### src/rtl/game_btn_pkg.sv
`timescale 1ns/1ps
package game_btn_pkg;
  localparam int unsigned N_ACT = 7;
  localparam int unsigned N_RAW = 9;
  // action channel order, also raw index of the external buttons
  localparam int unsigned CH_LEFT   = 0;
  localparam int unsigned CH_RIGHT  = 1;
  localparam int unsigned CH_SOFT   = 2;
  localparam int unsigned CH_HARD   = 3;
  localparam int unsigned CH_PAUSE  = 4;
  localparam int unsigned CH_ROTATE = 5;
  localparam int unsigned CH_HOLD   = 6;
  // extra onboard raw inputs
  localparam int unsigned RAW_PAUSE_BOARD = 7;
  localparam int unsigned RAW_SOFT_BOARD  = 8;
endpackage

### src/rtl/btn_sync.sv
`timescale 1ns/1ps
module btn_sync #(
  parameter int unsigned STAGES = 2
) (
  input  logic clk_i,
  input  logic rst_ni,
  input  logic d_i,
  output logic q_o
);
  logic [STAGES-1:0] sh_q;

  always_ff @(posedge clk_i or negedge rst_ni) begin
    if (!rst_ni) sh_q <= '0;
    else         sh_q <= {sh_q[STAGES-2:0], d_i};
  end

  assign q_o = sh_q[STAGES-1];
endmodule

### src/rtl/btn_debounce.sv
`timescale 1ns/1ps
module btn_debounce #(
  parameter int unsigned CYCLES = 50000
) (
  input  logic clk_i,
  input  logic rst_ni,
  input  logic sync_i,
  output logic lvl_o
);
  localparam int unsigned CW = $clog2(CYCLES + 1);

  logic [CW-1:0] cnt_q;
  logic          lvl_q;

  always_ff @(posedge clk_i or negedge rst_ni) begin
    if (!rst_ni) begin
      cnt_q <= '0;
      lvl_q <= 1'b0;
    end else if (sync_i == lvl_q) begin
      cnt_q <= '0;
    end else if (cnt_q == CW'(CYCLES - 1)) begin
      cnt_q <= '0;
      lvl_q <= sync_i;
    end else begin
      cnt_q <= cnt_q + 1'b1;
    end
  end

  assign lvl_o = lvl_q;

  // the filtered level only ever moves toward the synchronized input
  a_r2_follow_input: assert property (@(posedge clk_i) disable iff (!rst_ni)
    (lvl_q != $past(lvl_q)) |-> (lvl_q == $past(sync_i)));

  // the filtered level holds while the input agrees with it
  a_r2_hold_when_equal: assert property (@(posedge clk_i) disable iff (!rst_ni)
    (sync_i == lvl_q) |=> $stable(lvl_q));
endmodule

### src/rtl/rise_pulse.sv
`timescale 1ns/1ps
module rise_pulse (
  input  logic clk_i,
  input  logic rst_ni,
  input  logic lvl_i,
  output logic pulse_o
);
  logic lvl_d_q;

  always_ff @(posedge clk_i or negedge rst_ni) begin
    if (!rst_ni) lvl_d_q <= 1'b0;
    else         lvl_d_q <= lvl_i;
  end

  assign pulse_o = lvl_i & ~lvl_d_q;

  a_r3_single_cycle: assert property (@(posedge clk_i) disable iff (!rst_ni)
    pulse_o |=> !pulse_o);

  a_r5_no_release_pulse: assert property (@(posedge clk_i) disable iff (!rst_ni)
    (!lvl_i && $past(lvl_i)) |-> !pulse_o);
endmodule

### src/rtl/soft_repeat.sv
`timescale 1ns/1ps
module soft_repeat #(
  parameter int unsigned DELAY    = 15000000,
  parameter int unsigned INTERVAL = 4000000
) (
  input  logic clk_i,
  input  logic rst_ni,
  input  logic held_i,
  input  logic gate_i,
  output logic rpt_o
);
  localparam int unsigned MAXC = (DELAY > INTERVAL) ? DELAY : INTERVAL;
  localparam int unsigned CW   = $clog2(MAXC + 1);

  logic [CW-1:0] cnt_q;
  logic          armed_q;  // first repeat already given
  logic          rpt_q;
  logic [CW-1:0] limit;

  assign limit = armed_q ? CW'(INTERVAL - 1) : CW'(DELAY - 1);

  always_ff @(posedge clk_i or negedge rst_ni) begin
    if (!rst_ni) begin
      cnt_q   <= '0;
      armed_q <= 1'b0;
      rpt_q   <= 1'b0;
    end else if (!held_i || gate_i) begin
      cnt_q   <= '0;
      armed_q <= 1'b0;
      rpt_q   <= 1'b0;
    end else if (cnt_q == limit) begin
      cnt_q   <= '0;
      armed_q <= 1'b1;
      rpt_q   <= 1'b1;
    end else begin
      cnt_q <= cnt_q + 1'b1;
      rpt_q <= 1'b0;
    end
  end

  assign rpt_o = rpt_q;

  a_r6_gate_quiet: assert property (@(posedge clk_i) disable iff (!rst_ni)
    gate_i |=> !rpt_o);

  a_r4_repeat_needs_hold: assert property (@(posedge clk_i) disable iff (!rst_ni)
    rpt_o |-> $past(held_i));

  // repeats are spaced, never back to back (INTERVAL >= 2)
  a_r4_spacing: assert property (@(posedge clk_i) disable iff (!rst_ni)
    rpt_o |=> !rpt_o);
endmodule

### src/rtl/game_btn_cond.sv
`timescale 1ns/1ps
module game_btn_cond
  import game_btn_pkg::*;
#(
  parameter int unsigned DEB_CYCLES   = 50000,
  parameter int unsigned SYNC_STAGES  = 2,
  parameter int unsigned RPT_DELAY    = 15000000,
  parameter int unsigned RPT_INTERVAL = 4000000,
  parameter bit          SOFT_ONBOARD = 1'b0
) (
  input  logic clk_i,
  input  logic rst_ni,
  input  logic left_i,
  input  logic right_i,
  input  logic soft_i,
  input  logic hard_i,
  input  logic pause_i,
  input  logic rotate_i,
  input  logic hold_i,
  input  logic pause_board_i,
  input  logic soft_board_i,
  input  logic nav_gate_i,
  output logic left_o,
  output logic right_o,
  output logic soft_o,
  output logic hard_o,
  output logic pause_o,
  output logic rotate_o,
  output logic hold_o,
  output logic soft_held_o
);
  logic [N_RAW-1:0] raw_w, sync_w, deb_w;
  logic [N_ACT-1:0] act_lvl, rise_w, pulse_w;
  logic             rpt_w;

  assign raw_w = {soft_board_i, pause_board_i, hold_i, rotate_i,
                  pause_i, hard_i, soft_i, right_i, left_i};

  for (genvar g = 0; g < N_RAW; g++) begin : g_raw
    btn_sync #(.STAGES(SYNC_STAGES)) u_sync (
      .clk_i (clk_i),
      .rst_ni(rst_ni),
      .d_i   (raw_w[g]),
      .q_o   (sync_w[g])
    );
    btn_debounce #(.CYCLES(DEB_CYCLES)) u_deb (
      .clk_i (clk_i),
      .rst_ni(rst_ni),
      .sync_i(sync_w[g]),
      .lvl_o (deb_w[g])
    );
  end

  always_comb begin
    act_lvl           = deb_w[N_ACT-1:0];
    act_lvl[CH_PAUSE] = deb_w[CH_PAUSE] | deb_w[RAW_PAUSE_BOARD];
    act_lvl[CH_SOFT]  = SOFT_ONBOARD ? deb_w[RAW_SOFT_BOARD] : deb_w[CH_SOFT];
  end

  for (genvar g = 0; g < N_ACT; g++) begin : g_act
    rise_pulse u_rise (
      .clk_i  (clk_i),
      .rst_ni (rst_ni),
      .lvl_i  (act_lvl[g]),
      .pulse_o(rise_w[g])
    );
  end

  soft_repeat #(.DELAY(RPT_DELAY), .INTERVAL(RPT_INTERVAL)) u_rpt (
    .clk_i (clk_i),
    .rst_ni(rst_ni),
    .held_i(act_lvl[CH_SOFT]),
    .gate_i(nav_gate_i),
    .rpt_o (rpt_w)
  );

  always_comb begin
    pulse_w          = rise_w;
    pulse_w[CH_SOFT] = rise_w[CH_SOFT] | rpt_w;
  end

  assign left_o      = pulse_w[CH_LEFT];
  assign right_o     = pulse_w[CH_RIGHT];
  assign soft_o      = pulse_w[CH_SOFT];
  assign hard_o      = pulse_w[CH_HARD];
  assign pause_o     = pulse_w[CH_PAUSE];
  assign rotate_o    = pulse_w[CH_ROTATE];
  assign hold_o      = pulse_w[CH_HOLD];
  assign soft_held_o = act_lvl[CH_SOFT];

  a_r7_pause_either: assert property (@(posedge clk_i) disable iff (!rst_ni)
    pause_o |-> (deb_w[CH_PAUSE] || deb_w[RAW_PAUSE_BOARD]));

  // non-soft actions only pulse on a fresh rise of their filtered level
  a_r4_no_repeat_left: assert property (@(posedge clk_i) disable iff (!rst_ni)
    left_o |-> !$past(deb_w[CH_LEFT]));
endmodule

### config.mk
export PLATFORM = sky130hd
export DESIGN_NAME = game_btn_cond
export DESIGN_NICKNAME = d
export VERILOG_FILES = /design/src/rtl/game_btn_pkg.sv /design/src/rtl/btn_sync.sv /design/src/rtl/btn_debounce.sv /design/src/rtl/rise_pulse.sv /design/src/rtl/soft_repeat.sv /design/src/rtl/game_btn_cond.sv
export SDC_FILE = /design/constraint.sdc
export NUM_CORES = 1
export LEC_CHECK = 0
export ABC_AREA = 0
export BUFFER_PORTS_ARGS = -buffer_cell sky130_fd_sc_hd__buf_2
export CORE_UTILIZATION = 35
export DETAILED_ROUTE_END_ITERATION = 6
export HOLD_SLACK_MARGIN = 0.05
export MAX_ROUTING_LAYER = met4
export SLEW_MARGIN = 30
export SYNTH_ARGS = -nofsm -noshare
export SYNTH_HDL_FRONTEND = slang
export SYNTH_SLANG_ARGS = --single-unit
### constraint.sdc
create_clock -name clk_i -period 2.17 [get_ports clk_i]
set_input_delay 0.1085 -clock clk_i [delete_from_list [all_inputs] [get_ports clk_i]]
set_output_delay 0.1085 -clock clk_i [all_outputs]
set_load 0.005 [all_outputs]
==> metrics <==
run status=finished clean; sequential-to-total area share from yosys stat=53.7%; Reg clk slew, reported paths=0.07 ns; Flop pwr share=53.3%; Synth Instances=820; syn_nets=841; final hold vios=0; Yosys top cell by area=dfrtp_1; H-tree lvl count=4; worst-margin pin slew=0.532 ns; top cell type's share of synthesized area=53.7%; clock latency on the worst-skew pair=0.43 ns; row cnt=57; final setup vio count=0; CP Data Arrival Time=2.52 ns; WL/cell=13.2 um; synth unique cells=34; clk buf depth=2; met2 Resource Use GR=22.1%; Synth Cell Area=8620 sq um; Buffers on Ports=18; flops & latches, synth=185; crit-path max FO=9; most common library cells after synthesis=dfrtp_1, nor2_1, xor2_1, nand4_1, nand3_1; FMAX=462 MHz; total CTS buffers=17; most used flip-flop cell after synthesis=dfrtp_1; Pre-antenna DRT Iters=4; number of synthesized flops with an enable pin=0; chip width=159 um; crit-path max cell delay=0.51 ns; pwr dens=672 nW/um^2; clock share of power=43.7%; routability cong.=0.813; grt met3 use=2.35%; worst r2r path cells=6; CTS tree=built; Final ANT Viol Nets=0; global-route wire length before repair=28500 um; RSZ-0062 raised after global routing=true; Worst Setup Slack, final=0.00389 ns; Area contributors post-synth=dfrtp_1, xor2_1, nand4_1, nor2_1, xnor2_1; Die H=159 um; Sw Ratio=23.4%; largest net degree at the start of global routing=64; Via Count=6156; peak supply drop=0.454 mV; asr flop ratio synth=100%; clock period minus worst slack=2.17 ns; number of max-cap violations=0; clock root cell=clkbuf_16; clk_skew=0.0110 ns; combinational power share=3.0%; die area=25200 sq um; Setup CP Type=reg2reg; yosys warns=0; Synth Area per Inst=10.5 sq um; total global-route track usage=13.8%; Leak=4.09 nW; Setup WS pre-CTS=0.0567 ns; Reg2Reg Launch Point=u_rpt.cnt_q[11]; flop2flop setup slack=0.004 ns; Layout Nets=885; vias per cell=5.13; antenna cells=0; worst r2r dst=u_rpt.rpt_o; worst hold path class=in2async; clock sink total=185; Slew Limit Fails=0; met1 Usage GRT=17.8%; First DRT Iteration DRCs=342; Routed WL=15800 um; fin crit share=99.8%; Top Ports=20; Initial Util=35.5%; Pint=0.00509 W; grt ovf=0; Cell Chain, Critical Path=or4b_1 -> or4_4 -> a2111oi_4 -> buf_4 -> buf_12 -> nor2b_4; Psw=0.00155 W; Worst setup EP type=register; post-detail-place hpwl=10300 um; final hold slack=0.236 ns; vias in the first global route=6095; Crit. Startpoint=u_rpt.cnt_q[11]; relative slew slack=64.5%; worst path required time=2.53 ns; DRC violations left=0; slowest library cell on the worst path=or4b_1; area grow syn2layout=14.7%; share of cells above drive strength 1=9.70%; total core area=24200 sq um; busiest grt layer=met2; top-count cell post-synth=dfrtp_1; CP endpoint=u_rpt.rpt_o; initial antenna violation count=0; CP startpoint kind=register
==> area by class of cell <==
| type | count | area, sq um |
|---|---|---|
| Timing Repair Buffer | 48 | 405 |
| Sequential cell | 185 | 4630 |
| Tap cell | 324 | 405 |
| Clock buffer | 18 | 439 |
| Fill cell | 2387 | 14400 |
| Inverter | 5 | 18.8 |
| Clock inverter | 13 | 114 |
| Multi-Input combinational cell | 607 | 3870 |
==> stage by stage <==
| step | setup TNS (ns) | cells | util (%) | instance area [sq um] | total power [W] |
|---|---|---|---|---|---|
| detailed placement | 0 | 1157 | 37.9 | 9180 | 0.00380 |
| CTS | 0 | 1197 | 40.5 | 9830 | 0.00677 |
| global route | -1.04 | 1200 | 40.8 | 9880 | 0.00694 |
| floorplan | -0.969 | 820 | - | 8620 | 0.00368 |
| finish | 0 | 1200 | 40.8 | 9880 | 0.00664 |
| global placement | 0 | 1157 | 37.9 | 9180 | 0.00380 |
==> state kept, by name, summed over array words and instances (netlist names) <==
name                  flops
u_rpt.cnt_q              24
g_act.u_rise.lvl_d_q      7
g_raw.u_deb.lvl_o         8
g_raw.u_deb.cnt_q       128
u_rpt.rpt_o               1
g_raw.u_sync.sh_q        16
u_rpt.armed_q             1
==> power groups by stage <==
stage,clock network (W),logic (W),registers [W]
after detailed placement,0,0.000195,0.00360
final,0.00290,0.000199,0.00354
after global routing,0.00316,0.000232,0.00355
after CTS,0.00302,0.000209,0.00354
after floorplan,0,0.0000825,0.00360
after global placement,0,0.000192,0.00360
==> cell usage in the layout, fill, tap and decap left out, drive strengths merged, types with 4 or more instances in the layout <==
master / synthesis / layout
nand4: 61 / 61
mux2: 8 / 8
nand2: 40 / 40
nor2: 100 / 100
nand3: 54 / 54
o31ai: 15 / 15
nor4b: 9 / 9
o21ai: 20 / 20
clkinv: 0 / 4
nor2b: 8 / 8
a21oi: 25 / 25
and3: 32 / 32
xor2: 65 / 65
and4: 12 / 12
xnor2: 42 / 42
ha: 9 / 9
inv: 5 / 11
or3: 21 / 21
buf: 3 / 37
nor3: 28 / 28
dfrtp: 185 / 185
clkbuf: 20 / 20
a211oi: 11 / 11
nor4bb: 17 / 17
dlygate4sd3: 0 / 9
or4: 16 / 16
==> cell families after synthesis <==
group | count (synthesis) | synth area share, %
AOI/OAI and AO/OA | 74 | 5.40
muxes | 8 | 1.05
adders and majority gates | 9 | 1.31
buffers and inverters | 28 | 1.48
and+or+nand+nor | 409 | 26.2
xor gates and xnor gates | 107 | 10.9
DFF | 185 | 53.7
==> worst min-delay path by stage <==
stage,start,slack (ns),cells after the start,to
finish,rst_ni,0.24,2,g_raw[6].u_deb.cnt_q[0]
CTS,rst_ni,0.25,2,g_raw[6].u_deb.cnt_q[0]
floorplan,rst_ni,-0.19,0,g_act[0].u_rise.lvl_d_q
global placement,rst_ni,0.14,1,g_raw[6].u_deb.cnt_q[0]
global route,nav_gate_i,0.26,4,u_rpt.rpt_o
detailed placement,rst_ni,0.14,1,g_raw[6].u_deb.cnt_q[0]
==> worst max-delay path, delay by kind of cell (launching register included) <==
kind                   cells  cell delay, ns
AOI/OAI and AO/OA          1            0.33
buffers and inverters      2            0.31
DFF                        1            0.38
and+or+nand+nor            3            1.08
==> repair_timing <==
item                                    in CTS  in global routing
endpoints found under the hold margin       67                  0
endpoints found under the setup margin       0                 20
hold buffers                                 9                  0
buffers inserted                             0                  2
gates resized for setup                      0                  3
==> routing by layer <==
metal  up-vias  wire length (um)
met4         0               189
met5         -                 0
met1      3011              7740
li1       3064                 -
met3        15               336
met2        66              7540
Note: power is estimated with default switching activity, not from simulation.
